**src/rtl/wdog_pkg.sv**
```systemverilog
// Package: shared register addresses and phase encoding for the watchdog
// supervisor. Assumes a two-bit write address and an eight-bit write data bus.
package wdog_pkg;
    localparam int WR_DATA_W = 8;
    localparam int MAX_CKPT  = 8;

    typedef enum logic [1:0] {
        REG_CKPT  = 2'd0,
        REG_KICK  = 2'd1,
        REG_MASK  = 2'd2,
        REG_CLEAR = 2'd3
    } wdog_reg_e;

    typedef enum logic {
        PH_COUNT = 1'b0,
        PH_PULSE = 1'b1
    } wdog_phase_e;
endpackage

```
**src/rtl/wdog_ckpt_bank.sv**
```systemverilog
// Module: checkpoint flag bank with its required-mask register.
// Evaluates whether a kick would be accepted and which required flags are
// missing. Assumes the caller already gates strobes by debug and pulse state.
module wdog_ckpt_bank #(
    parameter int NUM_CKPT = 4
) (
    input  logic                clk,
    input  logic                rst_n,
    input  logic                set_en,
    input  logic [NUM_CKPT-1:0] set_bits,
    input  logic                mask_wr,
    input  logic [NUM_CKPT-1:0] mask_bits,
    input  logic                clear_all,
    output logic [NUM_CKPT-1:0] flags,
    output logic [NUM_CKPT-1:0] mask,
    output logic                all_met,
    output logic [NUM_CKPT-1:0] missing
);
    localparam logic [NUM_CKPT-1:0] MASK_RESET = {NUM_CKPT{1'b1}};

    logic [NUM_CKPT-1:0] flag_q;
    logic [NUM_CKPT-1:0] mask_q;

    // Flag storage: one flop per checkpoint, set by writes, cleared together.
    for (genvar g = 0; g < NUM_CKPT; g++) begin : g_flag
        always_ff @(posedge clk) begin
            if (!rst_n)
                flag_q[g] <= 1'b0;
            else if (clear_all)
                flag_q[g] <= 1'b0;
            else if (set_en && set_bits[g])
                flag_q[g] <= 1'b1;
        end
    end

    // Mask register: selects which checkpoints a kick requires.
    always_ff @(posedge clk) begin
        if (!rst_n)
            mask_q <= MASK_RESET;
        else if (mask_wr)
            mask_q <= mask_bits;
    end

    // Kick evaluation: required flags not yet marked.
    always_comb begin
        missing = mask_q & ~flag_q;
        all_met = (missing == '0);
    end

    assign flags = flag_q;
    assign mask  = mask_q;
endmodule

```
**src/rtl/wdog_timer.sv**
```systemverilog
// Module: retriggerable countdown with a fixed-width reset pulse.
// The count is held at the full interval while hold is high. Reload wins over
// expiry in the same cycle. Assumes TIMEOUT_CYCLES >= 2 and RST_PULSE_CYCLES >= 1.
module wdog_timer
    import wdog_pkg::*;
#(
    parameter int TIMEOUT_CYCLES   = 6_250_000,
    parameter int RST_PULSE_CYCLES = 16
) (
    input  logic clk,
    input  logic rst_n,
    input  logic hold,
    input  logic reload,
    output logic pulse_active,
    output logic pulse_done
);
    localparam int CNT_W = $clog2(TIMEOUT_CYCLES);
    localparam int PUL_W = $clog2(RST_PULSE_CYCLES) + 1;
    localparam logic [CNT_W-1:0] CNT_FULL = CNT_W'(TIMEOUT_CYCLES - 1);
    localparam logic [PUL_W-1:0] PUL_FULL = PUL_W'(RST_PULSE_CYCLES - 1);

    wdog_phase_e     phase_q;
    logic [CNT_W-1:0] cnt_q;
    logic [PUL_W-1:0] pcnt_q;

    // Phase sequencer: count down, fire the pulse, then return to counting.
    always_ff @(posedge clk) begin
        if (!rst_n) begin
            phase_q <= PH_COUNT;
            cnt_q   <= CNT_FULL;
            pcnt_q  <= '0;
        end else begin
            case (phase_q)
                PH_COUNT: begin
                    if (hold || reload)
                        cnt_q <= CNT_FULL;
                    else if (cnt_q == '0) begin
                        phase_q <= PH_PULSE;
                        pcnt_q  <= PUL_FULL;
                    end else
                        cnt_q <= cnt_q - 1'b1;
                end
                PH_PULSE: begin
                    if (pcnt_q == '0) begin
                        phase_q <= PH_COUNT;
                        cnt_q   <= CNT_FULL;
                    end else
                        pcnt_q <= pcnt_q - 1'b1;
                end
                default: phase_q <= PH_COUNT;
            endcase
        end
    end

    // Pulse status toward the rest of the block.
    always_comb begin
        pulse_active = (phase_q == PH_PULSE);
        pulse_done   = (phase_q == PH_PULSE) && (pcnt_q == '0);
    end
endmodule

```
**src/rtl/wdog_cause_log.sv**
```systemverilog
// Module: failure-cause capture and sticky watchdog-fired status.
// Captures only the first refusal until software clears it. Assumes the
// capture and clear strobes never coincide (they come from different addresses).
module wdog_cause_log #(
    parameter int NUM_CKPT = 4
) (
    input  logic                clk,
    input  logic                rst_n,
    input  logic                capture,
    input  logic [NUM_CKPT-1:0] capture_bits,
    input  logic                clr_cause,
    input  logic                clr_fired,
    input  logic                set_fired,
    output logic [NUM_CKPT-1:0] cause,
    output logic                cause_valid,
    output logic                fired
);
    // Cause register: loads on the first refused kick only.
    always_ff @(posedge clk) begin
        if (!rst_n) begin
            cause       <= '0;
            cause_valid <= 1'b0;
        end else if (clr_cause) begin
            cause       <= '0;
            cause_valid <= 1'b0;
        end else if (capture && !cause_valid) begin
            cause       <= capture_bits;
            cause_valid <= 1'b1;
        end
    end

    // Sticky fired bit: set at pulse end, cleared by software.
    always_ff @(posedge clk) begin
        if (!rst_n)
            fired <= 1'b0;
        else if (set_fired)
            fired <= 1'b1;
        else if (clr_fired)
            fired <= 1'b0;
    end
endmodule

```
**src/rtl/wdog_supervisor.sv**
```systemverilog
// Module: top of the checkpointed watchdog supervisor.
// Decodes the write port, gates kicks by debug and pulse state, and ties the
// flag bank, timer and cause log together. Assumes 1 <= NUM_CKPT <= 8 and
// synchronous active-low reset.
module wdog_supervisor
    import wdog_pkg::*;
#(
    parameter int NUM_CKPT         = 4,
    parameter int TIMEOUT_CYCLES   = 6_250_000,
    parameter int RST_PULSE_CYCLES = 16
) (
    input  logic                 clk,
    input  logic                 rst_n,
    input  logic                 wr_en_i,
    input  logic [1:0]           wr_addr_i,
    input  logic [WR_DATA_W-1:0] wr_data_i,
    input  logic                 dbg_halt_i,
    output logic                 sys_rst_o,
    output logic [NUM_CKPT-1:0]  ckpt_flags_o,
    output logic [NUM_CKPT-1:0]  req_mask_o,
    output logic [NUM_CKPT-1:0]  fail_cause_o,
    output logic                 fail_valid_o,
    output logic                 wdt_fired_o
);
    wdog_reg_e           addr;
    logic                wr_ok;
    logic                kick_req, kick_good, kick_bad;
    logic                pulse_active, pulse_done;
    logic                all_met;
    logic [NUM_CKPT-1:0] missing;
    logic [NUM_CKPT-1:0] data_ckpt;

    // Write decode: writes are dropped while the reset pulse is active.
    always_comb begin
        addr      = wdog_reg_e'(wr_addr_i);
        data_ckpt = wr_data_i[NUM_CKPT-1:0];
        wr_ok     = wr_en_i && !pulse_active;
        kick_req  = wr_ok && (addr == REG_KICK) && !dbg_halt_i;
        kick_good = kick_req && all_met;
        kick_bad  = kick_req && !all_met;
    end

    wdog_ckpt_bank #(.NUM_CKPT(NUM_CKPT)) u_bank (
        .clk       (clk),
        .rst_n     (rst_n),
        .set_en    (wr_ok && (addr == REG_CKPT)),
        .set_bits  (data_ckpt),
        .mask_wr   (wr_ok && (addr == REG_MASK)),
        .mask_bits (data_ckpt),
        .clear_all (kick_good || pulse_done),
        .flags     (ckpt_flags_o),
        .mask      (req_mask_o),
        .all_met   (all_met),
        .missing   (missing)
    );

    wdog_timer #(
        .TIMEOUT_CYCLES   (TIMEOUT_CYCLES),
        .RST_PULSE_CYCLES (RST_PULSE_CYCLES)
    ) u_timer (
        .clk          (clk),
        .rst_n        (rst_n),
        .hold         (dbg_halt_i),
        .reload       (kick_good),
        .pulse_active (pulse_active),
        .pulse_done   (pulse_done)
    );

    wdog_cause_log #(.NUM_CKPT(NUM_CKPT)) u_log (
        .clk          (clk),
        .rst_n        (rst_n),
        .capture      (kick_bad),
        .capture_bits (missing),
        .clr_cause    (wr_ok && (addr == REG_CLEAR) && wr_data_i[0]),
        .clr_fired    (wr_ok && (addr == REG_CLEAR) && wr_data_i[1]),
        .set_fired    (pulse_done),
        .cause        (fail_cause_o),
        .cause_valid  (fail_valid_o),
        .fired        (wdt_fired_o)
    );

    assign sys_rst_o = pulse_active;
endmodule

```
**config.mk**
```make
export PLATFORM = sky130hd
export DESIGN_NAME = wdog_supervisor
export DESIGN_NICKNAME = d
export VERILOG_FILES = /design/src/rtl/wdog_pkg.sv /design/src/rtl/wdog_ckpt_bank.sv /design/src/rtl/wdog_timer.sv /design/src/rtl/wdog_cause_log.sv /design/src/rtl/wdog_supervisor.sv
export SDC_FILE = /design/constraint.sdc
export NUM_CORES = 1
export LEC_CHECK = 0
export BUFFER_PORTS_ARGS = -buffer_cell sky130_fd_sc_hd__buf_2
export CAP_MARGIN = 20
export CORE_MARGIN = 2
export CORE_UTILIZATION = 51
export DETAILED_ROUTE_END_ITERATION = 8
export HOLD_SLACK_MARGIN = 0.03
export PLACE_DENSITY = 0.82
export SKIP_CTS_REPAIR_TIMING = 1
export SYNTH_ARGS = -nofsm -noshare
export SYNTH_HDL_FRONTEND = slang
export SYNTH_SLANG_ARGS = --single-unit
```
**constraint.sdc**
```tcl
create_clock -name clk -period 2.2 [get_ports clk]
set_clock_uncertainty 0.2 [all_clocks]
set_input_delay 0.44 -clock clk [delete_from_list [all_inputs] [get_ports clk]]
set_output_delay 0.44 -clock clk [all_outputs]
set_load 0.05 [all_outputs]
```
Word level (Yosys, flattened, before mapping)
Index checks and enable logic that the tools add are counted.
W data, S select, Z words.
- output and inout bits: 15
- flip-flop bits (word level): 43
- word-level logic and storage cells: 70
- bits of input ports: 14
- reductions and logical operators: 31
- multiplexer cells: 14
- equal/unequal tests: 8
- bitwise logic cells: 4
- $add $sub $neg: 2
- operator list (kind ; count):
    $mux W23 ; 3
    $pmux W23 S2 ; 1
    $logic_not A23 Y1 ; 1
    $sub A23 B1 Y23 const B ; 1
    $logic_and A1 B1 Y1 ; 16
    $mux W5 ; 3
    $pmux W5 S2 ; 1
    $ne A2 B2 Y1 const B ; 3
    $logic_not A5 Y1 ; 1
    $mux W1 ; 5
    $sub A5 B1 Y5 const B ; 1
    $and A4 B4 Y4 ; 1
    $eq A2 B2 Y1 const B ; 2
    $logic_not A1 Y1 ; 4
    $logic_not A4 Y1 ; 1
    $not A4 Y4 ; 1
    $reduce_or A2 Y1 ; 2
    $ne A3 B2 Y1 const B ; 1
    $reduce_and A3 Y1 ; 1
    $eq A2 B1 Y1 const B ; 1
    $logic_not A2 Y1 ; 1
    $logic_or A1 B1 Y1 ; 2
    $ne A2 B1 Y1 const B ; 1
    $not A1 Y1 ; 2
    other kinds (3) ; 3

Logic depth before layout (Yosys ltp)
Gate-level depths: netlist of run 1.
- depth after elaboration: 8
- gate-level depth with buffers: 9

Hierarchy
Synthesis of run 1 repeated with hierarchy kept, for this count alone.
- cell total of the unflattened synthesis: 223
- area total of the unflattened synthesis: 2077.0 µm²
- modules (own cells, without submodules) (module ; seq. area each (µm²) ; area each (µm²) ; instances ; cells each):
    wdog_timer ; 580.6 ; 1462.7 ; 1 ; 162
    wdog_ckpt_bank ; 160.2 ; 314.1 ; 1 ; 31
    wdog_cause_log ; 120.1 ; 227.7 ; 1 ; 21
    wdog_supervisor ; 0.0 ; 72.6 ; 1 ; 9

Least setup slack after synthesis of run 1
OpenSTA, ideal clock, no wires.
- path kind: reg-to-reg
- start: register u_bank.flag_q[1], in the netlist u_bank.flags[1]
- end: register u_timer.cnt_q[21]
- arrival: 2370 ps
- buffers on the path: 1
- slack: -436 ps
- period minus slack after synthesis: 2636 ps
- stages on the path, launching flop included: 8
- cell sequence: dfxtp_1 -> nor2b_1 -> or4_1 -> buf_2 -> o2111ai_4 -> nand2_4 -> or4_4 -> a21oi_2
- longest elaborated chain between the ends: 7
- elaborated cells on any way between the ends: 9
- ends and longest elaborated chain (what ; RTL line ; RTL):
    start: declaration ; wdog_ckpt_bank.sv:21 ; logic [NUM_CKPT-1:0] flag_q;
    start signal: indexed assignment ; wdog_ckpt_bank.sv:28 ; flag_q[g] <= 1'b0;
    start signal: indexed assignment ; wdog_ckpt_bank.sv:30 ; flag_q[g] <= 1'b0;
    start signal: indexed assignment ; wdog_ckpt_bank.sv:32 ; flag_q[g] <= 1'b1;
    $not A4 Y4 (*) ; wdog_ckpt_bank.sv:46 ; missing = mask_q & ~flag_q;
    $and A4 B4 Y4 (*) ; wdog_ckpt_bank.sv:46 ;
    $logic_not A4 Y1 (*) ; wdog_ckpt_bank.sv:47 ; all_met = (missing == '0);
    $logic_and A1 B1 Y1 (*) ; wdog_supervisor.sv:39 ; kick_good = kick_req && all_met;
    $logic_or A1 B1 Y1 (*) ; wdog_timer.sv:35 ; if (hold || reload)
    $mux W23 or $ne A3 B2 Y1 (tied branches) ; -- ;
    $pmux W23 S2 or $reduce_and A2 Y1 (tied branches) ; -- ;
    end signal: assignment ; wdog_timer.sv:41 ; cnt_q <= cnt_q - 1'b1;
    end: declaration ; wdog_timer.sv:23 ; logic [CNT_W-1:0] cnt_q;
Mark *: on every way between the ends. The rest lies on a longest branch, timed or not.
A chain may end at the register's enable or synchronous reset.

Final worst setup path of run 1
- start: register u_bank.mask_q[1], in the netlist u_bank.mask[1]
- end: register u_timer.cnt_q[21]
- longest elaborated chain between the ends: 6
- elaborated cells on any way between the ends: 8
- ends and longest elaborated chain (what ; RTL line ; RTL):
    start: declaration ; wdog_ckpt_bank.sv:22 ; logic [NUM_CKPT-1:0] mask_q;
    start signal: assignment ; wdog_ckpt_bank.sv:41 ; mask_q <= mask_bits;
    $and A4 B4 Y4 (*) ; wdog_ckpt_bank.sv:46 ;
    $logic_not A4 Y1 (*) ; wdog_ckpt_bank.sv:47 ;
    $logic_and A1 B1 Y1 (*) ; wdog_supervisor.sv:39 ;
    $logic_or A1 B1 Y1 (*) ; wdog_timer.sv:35 ;
    $mux W23 or $ne A3 B2 Y1 (tied branches) ; -- ;
    $pmux W23 S2 or $reduce_and A2 Y1 (tied branches) ; -- ;
Marks and branches as above.

==> results of run 1 <==
[worst paths after layout]
| path | start | endpoint | slack, ns |
|---|---|---|---|
| max reg2reg | u_bank.mask[1]$_SDFFE_PN1P_ | u_timer.cnt_q[21]$_SDFFE_PN0P_ | -0.17 |
| min reg2reg | u_log.fired$_SDFFE_PN0P_ | u_log.fired$_SDFFE_PN0P_ | 0.26 |
| min | wr_data_i[2] | u_bank.mask[2]$_SDFFE_PN1P_ | 0.17 |
| max | u_bank.mask[1]$_SDFFE_PN1P_ | u_timer.cnt_q[21]$_SDFFE_PN0P_ | -0.17 |
[power groups by stage]
stage / sequential, W / combinational [W] / clock (W)
global route: 0.000795 / 0.000166 / 0.000652
finish: 0.000793 / 0.000155 / 0.000610
CTS: 0.000793 / 0.000147 / 0.000603
detailed placement: 0.000811 / 0.000145 / 0
global placement: 0.000810 / 0.000142 / 0
floorplan: 0.000841 / 0.0000460 / 0
[area by class of cell]
class,count,area [um^2]
Clock buffer,7,76.3
Clock inverter,1,30.0
Fill cell,270,928
Inverter,6,22.5
Multi-Input combinational cell,189,1360
Sequential cell,43,887
Tap cell,50,62.6
Timing Repair Buffer,85,601
[cells by family (layout without fill, tap and decap cells)]
logic type,Yosys count,after routing,synth area share (%)
AND/OR/NAND/NOR,120,120,30.5
AO/OA/AOI/OAI,48,49,16.1
flip-flops,43,43,41.0
buffers and inverters,16,99,3.09
XOR/XNOR,9,9,3.75
multiplexers,8,8,3.81
adder cells (fa/ha/maj),3,3,1.79
[cells in the mapped netlist, types with 2 or more instances]
library cell  count
dfxtp_1          43
nor2_1           32
nand2_1          24
a21oi_1          14
o21ai_0          12
nand3_1          10
nor3_1            9
xor2_1            9
mux2i_1           8
nand4_1           8
inv_1             6
nor4_1            6
clkbuf_1          5
or4_1             5
nor2b_1           4
o31ai_1           4
a311oi_1          3
and2_1            3
buf_2             3
ha_1              3
a32o_1            2
and3_1            2
nand2b_1          2
nor4b_1           2
o211ai_1          2
o41ai_1           2
or3_1             2
[worst max-delay path, cell delays in order (launching register included)]
cell and delay (ns):
dfxtp_4 0.35, nor2b_4 0.12, or4_4 0.56, o2111ai_4 0.31, nand2_4 0.10, buf_4 0.17
o31ai_2 0.35, a21oi_2 0.09
[state kept, by name (all words and copies together), names as in the netlist]
name,flops
u_timer.cnt_q,23
u_timer.pcnt_q,5
u_bank.flags,4
u_bank.mask,4
u_log.cause,4
u_log.cause_valid,1
u_log.fired,1
u_timer.pulse_active,1
[per-layer routing]
layer	share of wire (%)	vias to the layer above	wire length [um]	global-route usage (%)
met3	6.0	23	384	5.26
met1	40	1103	2570	28.5
li1	-	1072	-	-
met4	3.5	0	223	11.3
met2	50	91	3190	45.3
met5	0	-	0	0
[per-stage QoR]
step / cells / TNS, ns / setup WS, ns / total power (W)
detailed placement: 367 / -2.97 / -0.209 / 0.000957
global route: 381 / -4.27 / -0.243 / 0.00161
CTS: 375 / -1.45 / -0.187 / 0.00154
global placement: 367 / -2.28 / -0.176 / 0.000952
finish: 381 / -1.76 / -0.171 / 0.00156
floorplan: 247 / -0.966 / -0.182 / 0.000887
==> reports/results.tsv, run 1 <==
stage	metric	value	unit
floorplan	row cnt	23	
clock_tree	cts bufs inserted	5	
final_layout	Finished Cell Area	3040	um^2
final_layout	Syn-to-layout area delta	44.8	%
floorplan	I/O pins	29	
power	clock share of power	39.2	%
timing	hold_ws	0.169	ns
timing	RSZ-0062 raised after global routing	true	
grt	largest net degree at the start of global routing	22	
power	Worst VDD drop	0.000447	V
yosys	Synth area leader	dfxtp_1	
outcome	outcome	finished, violations left	
final_layout	final design utilization	76.6	%
floorplan	Starting Density	52.9	%
route	Wirelength per Cell	16.7	um
yosys	Post-synth EDFFs	0	
timing	Setup Viol. Count Final	25	
grt	Overflow after GRT	0	
critical_path	reg2reg path depth	7	
yosys	Synth top area share	41.0	%
yosys	ys flop type	dfxtp_1	
power	Sw Pwr	0.000370	W
clock_tree	clock-pin slew on the worst setup and hold paths	0.08	ns
yosys	Netlist cell types	49	
critical_path	CP endpoint kind	flop	
yosys	FFs w/ async S/R, synth	0	%
grt	first-pass GRT wire length	8750	um
timing	final period utilization	108	%
timing	minimum clock period	2.37	ns
critical_path	CP Max Fanout	5	
route	DRT iter0 DRCs	180	
yosys	flops & latches, synth	43	
route	vias per cell	6.01	
clock_tree	CTS tree	built	
yosys	Warnings, synthesis	0	
final_layout	final net count	347	
yosys	top area cells in the synthesized netlist	dfxtp_1 41%, nor2_1 5.7%, nand2_1 4.3%	
place	GPL Wtd Cong	0.850	
critical_path	CP Data Required Time	2.19	ns
run	max cap viols	0	
timing	Slew HR	69.4	%
power	P per Cell Area	512	nW/um^2
timing	Least-Margin Pin Slew	0.455	ns
critical_path	kind of critical path	reg -> reg	
yosys	syn nets	264	
hold_path	hold-critical path depth	3	
power	Switching Fraction	23.8	%
final_layout	most common library cell in the layout ignoring fill and taps	buf_4	
clock_tree	Clock Latency Late Sink	0.31	ns
floorplan	Die Wd	68.2	um
route	Via Count	2289	
route	Post-route DRC	0	
clock_tree	Max H-tree Level	2	
timing	Max Transition Viols Final	0	
yosys	syn avg cell area	8.51	um^2
timing	Fin. Hold Viols	0	
hold_path	HP Class	in -> reg	
clock_tree	Clock Tree Root	clkbuf_8	
critical_path	arrival time worst endpoint	2.37	ns
grt	initial antenna violation count	0	
final_layout	Antenna diodes	0	
yosys	Synth Instances	247	
clock_tree	clk buf depth	2	
power	sequential share of power	50.9	%
power	Comb pwr share	9.9	%
floorplan	die area	4650	um^2
route	Routed Antenna Nets	0	
route	1st-pass router iterations	4	
yosys	synthesized area	2100	um^2
timing	Fmax	422	MHz
yosys	sequential-to-total area share from yosys stat	41.0	%
floorplan	die height	68.2	um
outcome	failing checks	setup timing	
power	Int Pwr	0.00119	W
place	Post-DP HPWL	3960	um
critical_path	Worst Setup Start Kind	flop	
final_layout	most frequent cells in the layout	55 x buf_4, 32 x dfxtp_1, 31 x nor2_1	
power	Pleak	1.22	nW
route	routed wire length	6370	um
grt	vias in the first global route	1993	
place	quantity of I/O buffers inserted on ports	24	
clock_tree	CTS Sinks	43	
timing	final worst setup slack	-0.171	ns
grt	total track usage	25.2	%
floorplan	Core ar.	3970	um^2
place	placed inst area	2710	um^2
final_layout	layout cells sized above 1	43.2	%
Note: power is estimated with default switching activity, not from simulation.
==> run 2, diff against run 1 <==
- CTS_BUF_LIST: unset -> sky130_fd_sc_hd__clkbuf_16
==> reports/results.tsv, run 2 (same netlist as run 1, synthesis figures left out) <==
stage	metric	value	unit	change
place	Post-DP HPWL	3960	um	unchanged
clock_tree	cts bufs inserted	5		unchanged
place	quantity of I/O buffers inserted on ports	24		unchanged
critical_path	Max stage delay on crit path	0.55	ns	about the same
final_layout	layout cells sized above 1	39.6	%	-3.6 points
clock_tree	Clock Latency Late Sink	0.29	ns	-0.02 ns
grt	largest net degree at the start of global routing	22		unchanged
clock_tree	CTS tree	built		
final_layout	most common library cell in the layout ignoring fill and taps	buf_4		
route	1st-pass router iterations	5		+1
timing	final worst setup slack	-0.163	ns	+0.00853 ns
floorplan	I/O pins	29		unchanged
floorplan	Starting Density	52.9	%	unchanged
final_layout	Top reg by flops	u_timer.cnt_q		
floorplan	die height	68.2	um	unchanged
route	DRT iter0 DRCs	162		-10%
grt	vias in the first global route	2009		+0.80%
outcome	failing checks	setup timing		
clock_tree	Max H-tree Level	2		unchanged
run	max cap viols	0		unchanged
timing	Slew HR	68.2	%	-1.2 points
critical_path	kind of critical path	reg -> reg		
critical_path	setup slack, reg-to-reg	-0.16	ns	about the same
timing	final period utilization	107	%	-0.39 points
critical_path	Worst Setup Start Kind	flop		
timing	Fin. Hold Viols	0		unchanged
route	Wirelength per Cell	16.4	um	-2.1%
timing	RSZ-0062 raised after global routing	true		
floorplan	Core ar.	3970	um^2	unchanged
clock_tree	Clock Tree Root	clkbuf_16		
grt	initial antenna violation count	0		unchanged
final_layout	Largest register FFs	23		unchanged
grt	total track usage	26.1	%	+0.93 points
final_layout	most frequent cells in the layout	58 x buf_4, 32 x dfxtp_1, 31 x nor2_1		
timing	Fmax	423	MHz	+0.36%
critical_path	critical-path cell list	nor2b_4, or4_4, o2111ai_4, nand2_4, buf_4, o31ai_1, a21oi_2		
hold_path	hold-critical path depth	3		unchanged
place	placed inst area	2710	um^2	unchanged
power	Tot Pwr	0.00176	W	+13%
floorplan	Die Wd	68.2	um	unchanged
outcome	outcome	finished, violations left		
critical_path	r2r endpoint	u_timer.cnt_q[21]$_SDFFE_PN0P_		
clock_tree	clock-pin slew on the worst setup and hold paths	0.06	ns	-0.02 ns
timing	Setup Viol. Count Final	15		-40%
critical_path	CP endpoint kind	flop		
timing	Least-Margin Pin Slew	0.470	ns	+0.0150 ns
final_layout	Antenna diodes	0		unchanged
clock_tree	clk buf depth	2		unchanged
hold_path	critical hold path startpoint	wr_data_i[2]		
power	Pleak	1.26	nW	+3.1%
place	GPL Wtd Cong	0.850		unchanged
timing	Max Transition Viols Final	0		unchanged
hold_path	Hold EP	u_bank.mask[2]$_SDFFE_PN1P_		
timing	minimum clock period	2.36	ns	-0.00853 ns
final_layout	Finished Cell Area	3040	um^2	-0.16%
critical_path	reg2reg path depth	7		unchanged
floorplan	row cnt	23		unchanged
route	Post-route DRC	0		unchanged
route	Routed Antenna Nets	0		unchanged
grt	first-pass GRT wire length	8940	um	+2.1%
final_layout	final net count	349		+0.58%
grt	Overflow after GRT	0		unchanged
power	P per Cell Area	580	nW/um^2	+13%
critical_path	reg-to-reg startpoint	u_bank.mask[1]$_SDFFE_PN1P_		
critical_path	CP Max Fanout	5		unchanged
route	vias per cell	5.97		-0.70%
route	Via Count	2285		-0.17%
floorplan	die area	4650	um^2	unchanged
critical_path	arrival time worst endpoint	2.33	ns	-0.04 ns
hold_path	HP Class	in -> reg		
route	routed wire length	6270	um	-1.6%
final_layout	Syn-to-layout area delta	44.5	%	
final_layout	fill count	258		-4.4%
critical_path	CP Data Required Time	2.17	ns	-0.02 ns
critical_path	slowest library cell on the worst path	or4_4		
power	Worst VDD drop	0.000457	V	+2.1%
clock_tree	CTS Sinks	43		unchanged
final_layout	biggest regs	u_timer.cnt_q x23, u_timer.pcnt_q x5		
==> run 2: area by class of cell <==
type	count	area, um^2	area share, %
repair buffers	87	612	20.1
clock buffers	5	125	4.12
clock inverters	3	37.5	1.24
inverters	6	22.5	0.741
well taps	50	62.6	2.06
flip-flops and latches	43	887	29.2
multi-input cells	189	1290	42.5
==> run 2: worst max path at each step <==
stage                                   startpoint                              to  slack [ns]  depth (start not counted)
floorplan              u_bank.mask[1]$_SDFFE_PN1P_  u_timer.cnt_q[21]$_SDFFE_PN0P_       -0.18                          7
global placement                        dbg_halt_i  u_timer.cnt_q[22]$_SDFFE_PN1P_       -0.18                          7
detailed placement                      dbg_halt_i  u_timer.cnt_q[22]$_SDFFE_PN1P_       -0.21                          7
CTS                 u_timer.cnt_q[16]$_SDFFE_PN1P_  u_timer.cnt_q[22]$_SDFFE_PN1P_       -0.18                          6
global route         u_timer.cnt_q[9]$_SDFFE_PN1P_  u_timer.cnt_q[18]$_SDFFE_PN1P_       -0.25                          6
finish                 u_bank.mask[1]$_SDFFE_PN1P_  u_timer.cnt_q[21]$_SDFFE_PN0P_       -0.16                          7
==> run 2: per-layer routing <==
| metal | global-route usage, % | up-vias | routed length [um] |
|---|---|---|---|
| met5 | 0 | - | 0 |
| met4 | 11.3 | 0 | 218 |
| met3 | 7.07 | 28 | 397 |
| met2 | 46.2 | 97 | 3140 |
| met1 | 29.3 | 1080 | 2510 |
| li1 | - | 1080 | - |
==> run 2: metrics by stage <==
| step | setup WS (ns) | instances | setup TNS (ns) | hold WS [ns] | util [%] |
|---|---|---|---|---|---|
| 2_1_floorplan | -0.182 | 247 | -0.966 | 0.244 | - |
| 3_3_place_gp | -0.176 | 367 | -2.28 | 0.242 | 68.3 |
| 3_5_place_dp | -0.209 | 367 | -2.97 | 0.246 | 68.3 |
| 4_1_cts | -0.185 | 375 | -1.52 | 0.191 | 72.4 |
| 5_1_grt | -0.253 | 383 | -2.93 | 0.190 | 76.5 |
| 6_report | -0.163 | 383 | -0.900 | 0.187 | 76.5 |
==> run 2: power breakdown <==
group | leakage [nW] | internal (W) | switching [W]
registers | 0.350 | 0.000787 | 0.00000749
logic | 0.820 | 0.0000625 | 0.0000911
clock network | 0.0864 | 0.000527 | 0.000286
==> run 2: worst max-delay path: cells and delay by family (launching register included) <==
family | cells | cell delay (ns)
AO/OA/AOI/OAI | 3 | 0.75
flip-flops | 1 | 0.34
AND/OR/NAND/NOR | 3 | 0.78
buffers and inverters | 1 | 0.17
==> run 3, diff against run 2 <==
- CORE_UTILIZATION: 51 -> 55
- PLACE_DENSITY: 0.82 -> 0.84
- SLEW_MARGIN: unset -> 30
- clock period: 2.2 -> 2.97 ns (I/O delays scaled with it)
==> reports/results.tsv, run 3 (same netlist as run 1, synthesis figures left out) <==
stage	metric	value	unit	change
route	Wirelength per Cell	14.7	um	-10%
place	quantity of I/O buffers inserted on ports	24		unchanged
critical_path	Worst Setup Start Kind	flop		
place	placed inst area	2310	um^2	-15%
grt	largest net degree at the start of global routing	22		unchanged
grt	most used routing layer	met2		
final_layout	most frequent cells in the layout	43 x dfxtp_1, 32 x nor2_1, 24 x nand2_1, 24 x buf_2, 14 x a21oi_1		
route	DRT iter0 DRCs	136		-16%
hold_path	HP Class	reg -> reg		
final_layout	Finished Cell Area	2510	um^2	-17%
route	1st-pass router iterations	4		-1
route	Post-route DRC	0		unchanged
clock_tree	Max H-tree Level	2		unchanged
critical_path	arrival time worst endpoint	2.58	ns	+0.25 ns
timing	Setup Viol. Count Final	0		-15
route	Routed Antenna Nets	0		unchanged
grt	total track usage	24.7	%	-1.5 points
clock_tree	CTS tree	built		
grt	met1 Use GR	33.2	%	+3.9 points
timing	minimum clock period	2.62	ns	+0.256 ns
place	Post-DP HPWL	3470	um	-12%
route	Via Count	1972		-14%
place	GPL Wtd Cong	0.806		-5.2%
power	P per Cell Area	549	nW/um^2	-5.3%
timing	Least-Margin Pin Slew	0.698	ns	+0.228 ns
critical_path	CP endpoint kind	flop		
timing	Fmax	382	MHz	-9.8%
power	Int Pwr	0.00109	W	-21%
route	routed wire length	4820	um	-23%
power	Comb pwr share	6.0	%	-2.7 points
final_layout	Top reg by flops	u_timer.cnt_q		
timing	Slew HR	52.8	%	-15 points
run	max cap viols	0		unchanged
timing	Max Transition Viols Final	0		unchanged
power	Worst VDD drop	0.000371	V	-19%
floorplan	row cnt	22		-4.3%
grt	met2 GRT Util	38.6	%	-7.6 points
clock_tree	clk buf depth	2		unchanged
power	Pleak	0.927	nW	-26%
power	Sw Pwr	0.000283	W	-26%
clock_tree	cts bufs inserted	5		unchanged
clock_tree	clock-pin slew on the worst setup and hold paths	0.06	ns	about the same
power	clock share of power	50.9	%	+4.7 points
floorplan	Die Wd	65.8	um	-3.5%
floorplan	die area	4330	um^2	-6.9%
final_layout	Largest register FFs	23		unchanged
timing	setup TNS	0	ns	+0.900 ns
final_layout	Antenna diodes	0		unchanged
grt	met3 GRT Util	4.94	%	-2.1 points
place	placed cells	319		-13%
outcome	outcome	completed		
final_layout	layout cells sized above 1	18.3	%	-21 points
grt	initial antenna violation count	0		unchanged
clock_tree	Clock Tree Root	clkbuf_16		
critical_path	kind of critical path	reg -> reg		
grt	first-pass GRT wire length	8340	um	-6.7%
timing	final period utilization	88.2	%	-19 points
floorplan	I/O pins	29		unchanged
clock_tree	Clock Latency Late Sink	0.28	ns	about the same
timing	RSZ-0062 raised after global routing	false		
floorplan	Starting Density	57.4	%	+4.5 points
critical_path	CP Data Required Time	2.93	ns	+0.76 ns
route	vias per cell	6.03		+1.1%
final_layout	Non-Filler Instances	327		-15%
floorplan	Core ar.	3660	um^2	-7.8%
grt	vias in the first global route	1836		-8.6%
power	sequential share of power	43.0	%	-2.1 points
power	Switching Fraction	20.6	%	-1.3 points
final_layout	Syn-to-layout area delta	19.3	%	
grt	Overflow after GRT	0		unchanged
final_layout	most common library cell in the layout ignoring fill and taps	dfxtp_1		
final_layout	biggest regs	u_timer.cnt_q x23, u_timer.pcnt_q x5		
critical_path	CP Max Fanout	8		+3
timing	Fin. Hold Viols	0		unchanged
clock_tree	CTS Sinks	43		unchanged
final_layout	final net count	295		-15%
final_layout	final design utilization	68.5	%	-8.0 points
floorplan	die height	65.8	um	-3.5%
[run 3: cell types whose count changed in the layout (fill, tap and decap cells not counted), sizes merged]
cell | before | now
inv | 8 | 6
buf | 87 | 34
clkinvlp | 0 | 1
bufinv | 1 | 2
o21ai | 14 | 13
[run 3: critical path: stages, from the launching register on]
cell	delay (ns)
dfxtp_1	0.36
or4_1	0.60
or4_1	0.47
nor3b_1	0.40
nand4_1	0.17
o2111ai_1	0.20
o41ai_1	0.10
[run 3: final timing paths]
kind         slack (ns)                        endpoint                          start  cells past startpoint
min reg2reg        0.28        u_log.fired$_SDFFE_PN0P_       u_log.fired$_SDFFE_PN0P_                      2
max                0.35  u_timer.pcnt_q[4]$_SDFFE_PN0P_  u_timer.cnt_q[9]$_SDFFE_PN1P_                      6
min                0.28        u_log.fired$_SDFFE_PN0P_       u_log.fired$_SDFFE_PN0P_                      2
max reg2reg        0.35  u_timer.pcnt_q[4]$_SDFFE_PN0P_  u_timer.cnt_q[9]$_SDFFE_PN1P_                      6
[run 3: cell type report]
class,instances,area [um^2]
Clock buffer,5,125
Multi-Input combinational cell,188,1180
Inverter,6,22.5
Fill cell,282,1150
Tap cell,48,60.1
Sequential cell,43,861
Timing Repair Buffer,34,195
Clock inverter,3,67.6
[run 3: routing by layer]
| layer | vias to the layer above | wire, um |
|---|---|---|
| li1 | 969 | - |
| met1 | 930 | 2150 |
| met2 | 63 | 2350 |
| met3 | 10 | 228 |
| met4 | 0 | 79 |
| met5 | - | 0 |
[run 3: power by group through the flow]
stage	Combinational, W	Clock (W)	Sequential, W
floorplan	0.0000333	0	0.000625
global placement	0.0000796	0	0.000604
detailed placement	0.0000824	0	0.000605
CTS	0.0000826	0.000706	0.000592
global route	0.0000900	0.000729	0.000593
finish	0.0000829	0.000701	0.000592
[run 3: metrics by stage]
stage	worst slack, ns	power, W	hold slack (ns)
CTS	0.357	0.00138	0.272
global route	0.183	0.00141	0.309
detailed placement	0.299	0.000687	0.259
floorplan	0.334	0.000658	0.244
finish	0.351	0.00138	0.280
global placement	0.319	0.000684	0.247
